$ cat src/rtl/bxp_pkg.sv
package bxp_pkg;

  typedef struct packed {
    logic       choiceWr;
    logic [1:0] choiceVal;
    logic       cntWr;
    logic       cntWay;
    logic [1:0] cntVal;
    logic       allocWr;
    logic       allocWay;
    logic [1:0] allocVal;
    logic       lruWr;
    logic       lruVictim;
    logic       histShift;
    logic       histBit;
  } bxpStrobe_t;

  function automatic logic [1:0] satStep(input logic [1:0] cnt, input logic up);
    logic [1:0] nxt;
    nxt = cnt;
    if (up && cnt != 2'b11) nxt = cnt + 2'b01;
    if (!up && cnt != 2'b00) nxt = cnt - 2'b01;
    return nxt;
  endfunction

endpackage

$ cat src/rtl/bxp_datapath.sv
module bxp_datapath
  import bxp_pkg::*;
#(
  parameter int PC_W        = 16,
  parameter int CHOICE_BITS = 6,
  parameter int SET_BITS    = 4,
  parameter int TAG_W       = 6,
  parameter int HIST_W      = 6
) (
  input  logic                clk,
  input  logic                rst,
  input  logic [PC_W-1:0]     lkPc,
  output logic                lkBias,
  output logic                lkHit,
  output logic                lkWay,
  output logic [SET_BITS-1:0] lkSet,
  output logic [1:0]          lkCnt,
  input  logic [PC_W-1:0]     rsPc,
  input  logic                rsSel,
  input  logic [SET_BITS-1:0] rsSet,
  input  bxpStrobe_t          strobe,
  output logic [1:0]          rdChoice,
  output logic [1:0]          rdValid,
  output logic [1:0]          rdTagHit,
  output logic [1:0]          rdCntA,
  output logic [1:0]          rdCntB,
  output logic                rdLru,
  output logic [HIST_W-1:0]   histOut
);
  localparam int CHOICE_N = 1 << CHOICE_BITS;
  localparam int SET_N    = 1 << SET_BITS;
  localparam int NUM_WAYS = 2;
  localparam int NUM_DIR  = 2;

  logic [1:0]       choiceTab [CHOICE_N];
  logic             validTab  [NUM_DIR][SET_N][NUM_WAYS];
  logic [TAG_W-1:0] tagTab    [NUM_DIR][SET_N][NUM_WAYS];
  logic [1:0]       cntTab    [NUM_DIR][SET_N][NUM_WAYS];
  logic             lruTab    [NUM_DIR][SET_N];
  logic [HIST_W-1:0] histReg;

  function automatic logic [SET_BITS-1:0] foldHist(input logic [HIST_W-1:0] h);
    logic [SET_BITS-1:0] acc;
    acc = '0;
    for (int i = 0; i < HIST_W; i++) acc[i % SET_BITS] ^= h[i];
    return acc;
  endfunction

  // lookup side
  logic                lkSel;
  logic [NUM_WAYS-1:0] lkWayHit;
  logic [TAG_W-1:0]    lkTag;

  assign lkBias = choiceTab[lkPc[CHOICE_BITS-1:0]][1];
  assign lkSel  = lkBias;
  assign lkSet  = lkPc[SET_BITS-1:0] ^ foldHist(histReg);
  assign lkTag  = lkPc[TAG_W-1:0];

  // resolve side
  logic [TAG_W-1:0] rsTag;
  assign rsTag = rsPc[TAG_W-1:0];

  for (genvar w = 0; w < NUM_WAYS; w++) begin : g_way
    assign lkWayHit[w] = validTab[lkSel][lkSet][w] && (tagTab[lkSel][lkSet][w] == lkTag);
    assign rdValid[w]  = validTab[rsSel][rsSet][w];
    assign rdTagHit[w] = validTab[rsSel][rsSet][w] && (tagTab[rsSel][rsSet][w] == rsTag);
  end

  assign lkHit = |lkWayHit;
  assign lkWay = !lkWayHit[0] && lkWayHit[1];
  assign lkCnt = cntTab[lkSel][lkSet][lkWay];

  assign rdChoice = choiceTab[rsPc[CHOICE_BITS-1:0]];
  assign rdCntA   = cntTab[rsSel][rsSet][0];
  assign rdCntB   = cntTab[rsSel][rsSet][1];
  assign rdLru    = lruTab[rsSel][rsSet];
  assign histOut  = histReg;

  always_ff @(posedge clk) begin
    if (rst) begin
      for (int i = 0; i < CHOICE_N; i++) choiceTab[i] <= 2'b01;
      for (int d = 0; d < NUM_DIR; d++) begin
        for (int s = 0; s < SET_N; s++) begin
          lruTab[d][s] <= 1'b0;
          for (int w = 0; w < NUM_WAYS; w++) begin
            validTab[d][s][w] <= 1'b0;
            tagTab[d][s][w]   <= '0;
            cntTab[d][s][w]   <= 2'b00;
          end
        end
      end
      histReg <= '0;
    end else begin
      if (strobe.choiceWr) choiceTab[rsPc[CHOICE_BITS-1:0]] <= strobe.choiceVal;
      if (strobe.cntWr) cntTab[rsSel][rsSet][strobe.cntWay] <= strobe.cntVal;
      if (strobe.allocWr) begin
        validTab[rsSel][rsSet][strobe.allocWay] <= 1'b1;
        tagTab[rsSel][rsSet][strobe.allocWay]   <= rsTag;
        cntTab[rsSel][rsSet][strobe.allocWay]   <= strobe.allocVal;
      end
      if (strobe.lruWr) lruTab[rsSel][rsSet] <= strobe.lruVictim;
      if (strobe.histShift) histReg <= {histReg[HIST_W-2:0], strobe.histBit};
    end
  end

endmodule

$ cat src/rtl/bxp_control.sv
module bxp_control
  import bxp_pkg::*;
(
  input  logic       resValid,
  input  logic       resTaken,
  input  logic       infoPred,
  input  logic       infoBias,
  input  logic       infoHit,
  input  logic       infoWay,
  input  logic [1:0] rdChoice,
  input  logic [1:0] rdValid,
  input  logic [1:0] rdTagHit,
  input  logic [1:0] rdCntA,
  input  logic [1:0] rdCntB,
  input  logic       rdLru,
  output bxpStrobe_t strobe
);
  logic       keepChoice;
  logic       needAlloc;
  logic       entryLive;
  logic [1:0] usedCnt;
  logic [1:0] redundant;
  logic       victim;

  assign keepChoice = infoHit && (infoBias != resTaken) && (infoPred == resTaken);
  assign needAlloc  = resValid && !infoHit && (infoBias != resTaken);
  assign entryLive  = infoWay ? rdTagHit[1] : rdTagHit[0];
  assign usedCnt    = infoWay ? rdCntB : rdCntA;

  // an entry agreeing with the bias adds nothing over the choice table
  assign redundant[0] = rdValid[0] && (rdCntA[1] == infoBias);
  assign redundant[1] = rdValid[1] && (rdCntB[1] == infoBias);

  always_comb begin
    if (!rdValid[0])                     victim = 1'b0;
    else if (!rdValid[1])                victim = 1'b1;
    else if (redundant[0] ^ redundant[1]) victim = redundant[1];
    else                                 victim = rdLru;
  end

  always_comb begin
    strobe           = '0;
    strobe.choiceWr  = resValid && !keepChoice;
    strobe.choiceVal = satStep(rdChoice, resTaken);
    strobe.cntWr     = resValid && infoHit && entryLive;
    strobe.cntWay    = infoWay;
    strobe.cntVal    = satStep(usedCnt, resTaken);
    strobe.allocWr   = needAlloc;
    strobe.allocWay  = victim;
    strobe.allocVal  = resTaken ? 2'b10 : 2'b01;
    strobe.lruWr     = strobe.cntWr || needAlloc;
    strobe.lruVictim = strobe.cntWr ? !infoWay : !victim;
    strobe.histShift = resValid;
    strobe.histBit   = resTaken;
  end

endmodule

$ cat src/rtl/bxp_predictor.sv
module bxp_predictor
  import bxp_pkg::*;
#(
  parameter int PC_W        = 16,
  parameter int CHOICE_BITS = 6,
  parameter int SET_BITS    = 4,
  parameter int TAG_W       = 6,
  parameter int HIST_W      = 6,
  localparam int INFO_W     = SET_BITS + 4
) (
  input  logic              clk,
  input  logic              rst,
  input  logic [PC_W-1:0]   predPc,
  output logic              predTaken,
  output logic [INFO_W-1:0] predInfo,
  input  logic              resValid,
  input  logic [PC_W-1:0]   resPc,
  input  logic              resTaken,
  input  logic [INFO_W-1:0] resInfo
);
  localparam int WAY_POS  = SET_BITS;
  localparam int HIT_POS  = SET_BITS + 1;
  localparam int BIAS_POS = SET_BITS + 2;
  localparam int PRED_POS = SET_BITS + 3;

  logic                lkBias, lkHit, lkWay;
  logic [SET_BITS-1:0] lkSet;
  logic [1:0]          lkCnt;
  logic [1:0]          rdChoice, rdValid, rdTagHit, rdCntA, rdCntB;
  logic                rdLru;
  logic [HIST_W-1:0]   histReg;
  bxpStrobe_t          strobe;

  bxp_datapath #(
    .PC_W(PC_W), .CHOICE_BITS(CHOICE_BITS), .SET_BITS(SET_BITS),
    .TAG_W(TAG_W), .HIST_W(HIST_W)
  ) u_dp (
    .clk(clk), .rst(rst),
    .lkPc(predPc), .lkBias(lkBias), .lkHit(lkHit), .lkWay(lkWay),
    .lkSet(lkSet), .lkCnt(lkCnt),
    .rsPc(resPc), .rsSel(resInfo[BIAS_POS]), .rsSet(resInfo[SET_BITS-1:0]),
    .strobe(strobe),
    .rdChoice(rdChoice), .rdValid(rdValid), .rdTagHit(rdTagHit),
    .rdCntA(rdCntA), .rdCntB(rdCntB), .rdLru(rdLru), .histOut(histReg)
  );

  bxp_control u_ctl (
    .resValid(resValid), .resTaken(resTaken),
    .infoPred(resInfo[PRED_POS]), .infoBias(resInfo[BIAS_POS]),
    .infoHit(resInfo[HIT_POS]), .infoWay(resInfo[WAY_POS]),
    .rdChoice(rdChoice), .rdValid(rdValid), .rdTagHit(rdTagHit),
    .rdCntA(rdCntA), .rdCntB(rdCntB), .rdLru(rdLru),
    .strobe(strobe)
  );

  assign predTaken = lkHit ? lkCnt[1] : lkBias;
  assign predInfo  = {predTaken, lkBias, lkHit, lkWay, lkSet};

endmodule

$ cat config.mk
export PLATFORM = sky130hd
export DESIGN_NAME = bxp_predictor
export DESIGN_NICKNAME = d
export VERILOG_FILES = /design/src/rtl/bxp_pkg.sv /design/src/rtl/bxp_datapath.sv /design/src/rtl/bxp_control.sv /design/src/rtl/bxp_predictor.sv
export SDC_FILE = /design/constraint.sdc
export NUM_CORES = 2
export LEC_CHECK = 0
export BUFFER_PORTS_ARGS = -buffer_cell sky130_fd_sc_hd__buf_2
export CORE_MARGIN = 5
export CORE_UTILIZATION = 34
export CTS_CLUSTER_SIZE = 40
export DETAILED_ROUTE_END_ITERATION = 8
export MAX_ROUTING_LAYER = met4
export PLACE_DENSITY_LB_ADDON = 0.3
export SLEW_MARGIN = 20
export SYNTH_ARGS = -nofsm -noshare
export SYNTH_HDL_FRONTEND = slang
export SYNTH_HIERARCHICAL = 1
export SYNTH_SLANG_ARGS = --single-unit
$ cat constraint.sdc
create_clock -name clk -period 7.9 [get_ports clk]
set_input_delay 1.58 -clock clk [delete_from_list [all_inputs] [get_ports clk]]
set_output_delay 1.58 -clock clk [all_outputs]
set_load 0.02 [all_outputs]
=== Word level (Yosys, flattened, before mapping) ===
Memory sizes are Yosys's and may differ from the RTL's.
Cells that the tools add are included.

* Register bits after elaboration: 6
* Memory bits (writable): 736
* Memories: 5
* Logic and storage cells: 286

* $lt $le $gt $ge: 8
* Eq/ne operators: 10
* Reductions and logical operators: 36
* Muxes and demuxes: 149
* Add/subtract/negate cells: 4
* Bitwise logic cells: 73

{| class="wikitable"
|+ Memories
! name !! depth !! width !! read ports !! clocked after Yosys merged registers in !! wr ports !! RTL line !! RTL
|-
| u_dp.tagTab || 2 || 192 || 2 || 0 || 2 || bxp_datapath.sv:37 || <nowiki>logic [TAG_W-1:0] tagTab [NUM_DIR][SET_N][NUM_WAYS];</nowiki>
|-
| u_dp.choiceTab || 64 || 2 || 2 || 0 || 64 || bxp_datapath.sv:35 || <nowiki>logic [1:0] choiceTab [CHOICE_N];</nowiki>
|-
| u_dp.cntTab || 2 || 64 || 2 || 0 || 2 || bxp_datapath.sv:38 || <nowiki>logic [1:0] cntTab [NUM_DIR][SET_N][NUM_WAYS];</nowiki>
|-
| u_dp.validTab || 2 || 32 || 2 || 0 || 2 || bxp_datapath.sv:36 || <nowiki>logic validTab [NUM_DIR][SET_N][NUM_WAYS];</nowiki>
|-
| u_dp.lruTab || 2 || 16 || 1 || 0 || 2 || bxp_datapath.sv:39 || <nowiki>logic lruTab [NUM_DIR][SET_N];</nowiki>
|}

{| class="wikitable"
|+ Operators with widths
! cell !! number
|-
| 192-bit two-way mux || 3
|-
| 64-bit two-way mux || 4
|-
| 192-bit OR reduction || 1
|-
| 12-bit binary-select mux with 4-bit select || 2
|-
| 32-bit two-way mux || 3
|-
| 1-bit two-way mux || 90
|-
| 1-bit OR || 64
|-
| 64-bit OR reduction || 1
|-
| 12-bit two-way mux || 5
|-
| 12-bit demux with 4-bit select || 1
|-
| 16-bit two-way mux || 3
|-
| 2-bit two-way mux || 17
|-
| 4-bit binary-select mux with 4-bit select || 2
|-
| 4-bit demux with 4-bit select || 2
|-
| 32-bit OR reduction || 1
|-
| 6-bit equality test || 4
|-
| 4-bit two-way mux || 6
|-
| 1-bit logical AND || 21
|-
| 2-bit binary-select mux with 4-bit select || 2
|-
| 16-bit OR reduction || 1
|-
| 6-bit two-way mux || 2
|-
| 5-bit >= comparator (second input constant) || 2
|-
| 4-bit inverter with 5-bit output || 2
|-
| 2-bit demux with 4-bit select || 1
|-
| other kinds (20) || 40
|}

=== Longest topological paths before layout ===
* Word-level depth: 21
* Gate-level depth with buffers: 20
* Depth with buffers taken out: 15

=== By module ===
Netlist, hierarchy kept.

{| class="wikitable"
|+ By module, submodules not included
! module !! cells an instance !! times used !! area each (sq um) !! sequential area each (sq um)
|-
| bxp_datapath || 3300 || 1 || 40819.1 || 22221.3
|-
| bxp_control || 49 || 1 || 374.1 || 0.0
|-
| bxp_predictor || 5 || 1 || 45.0 || 0.0
|}

=== Least setup slack after synthesis ===
Ideal clock, no wire load.

* Path kind: input to register
* Start: input resInfo[6]
* End: memory u_dp/cntTab[0][2] in the netlist's numbering (enable)
* Library setup time: 296 ps
* Data required time: 7604 ps
* Slack: 727 ps
* Data arrival time: 6877 ps
* Stages: 20
* Path through: clkbuf_1 -> buf_2 -> clkbuf_1 -> clkbuf_1 -> buf_1 -> mux4_2 -> mux2i_1 -> o22ai_1 -> or2_2 -> and2_1 -> o32a_1 -> and2_1 -> buf_4 -> nand2b_1 -> clkbuf_1 -> o21ai_1 -> and2_1 -> clkbuf_1 -> clkbuf_1 -> a21o_1

{| class="wikitable"
|+ RTL lines
! element !! RTL line !! RTL
|-
| start, declared || bxp_predictor.sv:19 || <nowiki>input logic [INFO_W-1:0] resInfo</nowiki>
|-
| end, declared || bxp_datapath.sv:38 ||
|}

=== Final worst setup path ===
* Start: input predPc[3]
* End: output predTaken

* Longest elaborated chain between the ends: 14
* Elaborated cells between the ends (all ways): 27
* Those cells by class: eq/ne: 2; mux: 13; bitwise: 3; reduce/logical: 5; memory: 4

{| class="wikitable"
|+ RTL lines
! element !! RTL line !! RTL
|-
| start, declared || bxp_predictor.sv:13 || <nowiki>input logic [PC_W-1:0] predPc,</nowiki>
|-
| memory read 64 x 2 bit / 4-bit XOR (equally long branches) || n/a ||
|-
| memory read 2 x 192 bit / 4-bit inverter with 5-bit output (equally long branches) || n/a ||
|-
| 12-bit binary-select mux with 4-bit select || bxp_datapath.sv:64 || <nowiki>assign lkWayHit[w] = validTab[lkSel][lkSet][w] && (tagTab[lkSel][lkSet][w] == lkTag);</nowiki>
|-
| 12-bit two-way mux (not written as such) (2 in a row) || bxp_datapath.sv:64 ||
|-
| 6-bit equality test || bxp_datapath.sv:64 ||
|-
| 1-bit logical AND || bxp_datapath.sv:64 ||
|-
| 1-bit zero test || bxp_datapath.sv:70 || <nowiki>assign lkWay = !lkWayHit[0] && lkWayHit[1];</nowiki>
|-
| 1-bit logical AND || bxp_datapath.sv:70 ||
|-
| 1-bit inverter with 2-bit output (not written as such) || bxp_datapath.sv:71 || <nowiki>assign lkCnt = cntTab[lkSel][lkSet][lkWay];</nowiki>
|-
| 2-bit two-way mux (not written as such) (*) (3 in a row) || bxp_datapath.sv:71 ||
|-
| named net lkCnt[1] || bxp_predictor.sv:28 || <nowiki>logic [1:0] lkCnt;</nowiki>
|-
| 1-bit two-way mux (*) || bxp_predictor.sv:56 || <nowiki>assign predTaken = lkHit ? lkCnt[1] : lkBias;</nowiki>
|-
| end, declared || bxp_predictor.sv:14 || <nowiki>output logic predTaken,</nowiki>
|}

Mark *: on every way through the listed nets, which the timed path passes. The rest lies on a longest branch. The select of a mux whose other input is x is not followed.

==> flow_summary.toml <==
[grt]
grt_overflow = 0
grt_use_total_pct = 22.3
antenna_found_initial = 8
grt_pass1_vias = 28300
grt_max_degree = 94
grt_pass1_wl_um = 201000

[yosys]
syn_avg_cell_area_um2 = 12.6
yosysWarnings = 6
syn_area_mm2 = 0.0407
synth_nets = 3290
syn_inst = 3242

[die]
rows = 127
die_x_um = 356
start_util_pct = 34.1
core-area_mm2 = 0.119
die-area_mm2 = 0.127
num_io_pins = 53
fp.dieH_um = 356

[drt]
drt-total-wl_um = 140000
routed-via-count = 29300
avgRoutedWirePerCell_um = 28.5
viasPerCell = 5.95
ant_nets = 0
drc_errors = 0
first_iter_violations = 3849
drt_first_pass_iters = 5

[worst_setup_path]
rrSetupSlack_ps = 2980
critical_path_class = "input pin to primary output"
reg2reg_to = "u_dp/cntTab[0][63]"
endpoint_kind = "primary output"
reg2reg_depth = 14
critPathRequiredTime_ps = 6320
start_kind = "input pin"
r2r_start = "u_dp/tagTab[0][7]"
cp_max_fo = 14
cp.arrival_ps = 6110

[timing]
maxSlewHeadroom_pct = 25.9
finalCriticalPeriod_ps = 7690
rsz0062_at_grt = "false"
fin_crit_sh_pct = 97.4
fmax_mhz = 130
setup_violations = 0
worst_pin_slew_ps = 1110
final-max-slew-violation-count = 0
tns_ps = 0
hold_viol = 0
skew_ps = 44.8

[clock_tree]
root_buffer = "clkbuf_16"
clock_latency_ps = 660
clk_pin_slew_ps = 50
cts_buffer_depth = 3
htreeDepth = 3
cts_sinks = 742
cts_buffers = 82
postCtsHoldBufs = 0
cts_tree = "yes"

[placed_design]
io_buffers = 32
dpl_cell_area_mm2 = 0.0433
gp_congestion = 0.909
dp_cells = 4768
hpwl_um = 92200

[min_path]
hold_start = "u_dp/histOut[4]"
min_path_cells = 2
worstHoldEndpoint = "u_dp/histOut[4]"
min_path_type = "register to register"

[pwr]
p_per_area_mw_per_mm2 = 217
leakage_nw = 16.5
vdd_drop_max_mv = 0.158

[run]
drv_cap = 0

[finish]
postLayoutCoreUtil_pct = 38.5
fin_cells = 4919
nets = 3288
layout_common_cells = "edfxtp_1 (736), nand2_1 (408), mux4_2 (248)"
final_common_cell = "edfxtp_1"
fin_area_mm2 = 0.0459
drive_gt1_share_pct = 20.7
syn2layout_area_growth_pct = 12.9

[outcome]
status = "finished, final reports clean"
-- power by group --
part | leakage (nW) | total, mW | switching (mW) | internal [mW]
Clock | 1.27 | 3.82 | 1.62 | 2.19
Combinational | 7.94 | 1.56 | 0.981 | 0.581
Sequential | 7.32 | 4.59 | 0.0864 | 4.50
-- repair_timing --
item / 4_1_cts / 5_1_grt
endpoints found under the setup margin: 0 / 2
setup buffers: 0 / 0
resized for setup: 0 / 8
-- per-layer routing --
layer | vias to the layer above | global-route usage, % | part of all wire (%)
met2 | 1681 | 34.0 | 46
met5 | - | - | 0
met4 | 0 | 6.79 | 3.2
li1 | 12300 | - | -
met1 | 15000 | 31.1 | 42
met3 | 245 | 3.15 | 9.8
-- worst max path at each step --
| stage | startpoint | endpoint | cells past startpoint |
|---|---|---|---|
| after CTS | predPc[1] | predTaken | 18 |
| after detailed placement | predPc[1] | predTaken | 18 |
| after global routing | predPc[0] | predInfo[7] | 16 |
| after floorplan | resInfo[6] | u_dp/cntTab[0][2] | 20 |
| after global placement | predPc[1] | predInfo[7] | 18 |
| final | predPc[3] | predTaken | 17 |
-- final cells by class --
class | count | area (um^2)
Inverter | 21 | 92.6
Multi-Input combinational cell | 2167 | 17200
Timing Repair Buffer | 226 | 1830
Antenna cell | 3 | 7.51
Clock buffer | 108 | 2200
Clock inverter | 40 | 407
Fill cell | 11300 | 73400
Tap cell | 1612 | 2020
Sequential cell | 742 | 22200
-- critical path, cell delays in order --
cell	delay (ps)
buf_2	180
and2_1	330
a22oi_1	460
nand4_1	250
o31a_1	230
nand3_2	160
nand2_8	200
inv_4	330
mux4_2	590
and2_1	190
or3_1	360
o2111ai_2	130
nor3_4	120
or4_1	540
nand3_1	130
mux2_4	160
buf_2	160
-- state kept, by name, indices dropped and copies added, names as in the netlist --
| register | cells |
|---|---|
| u_dp/histOut | 6 |
| u_dp/cntTab | 128 |
| u_dp/tagTab | 384 |
| u_dp/choiceTab | 128 |
| u_dp/lruTab | 32 |
| u_dp/validTab | 64 |
-- stage by stage --
stage | setup slack (ps) | power (mW) | hold slack [ps]
floorplan | 727 | 5.63 | 485
global placement | 70.9 | 6.18 | 518
detailed placement | 65.5 | 6.19 | 521
CTS | 62.2 | 10.0 | 532
global route | 14.5 | 10.3 | 575
finish | 209 | 9.97 | 530
No activity file was read; power rests on OpenSTA's default activity.
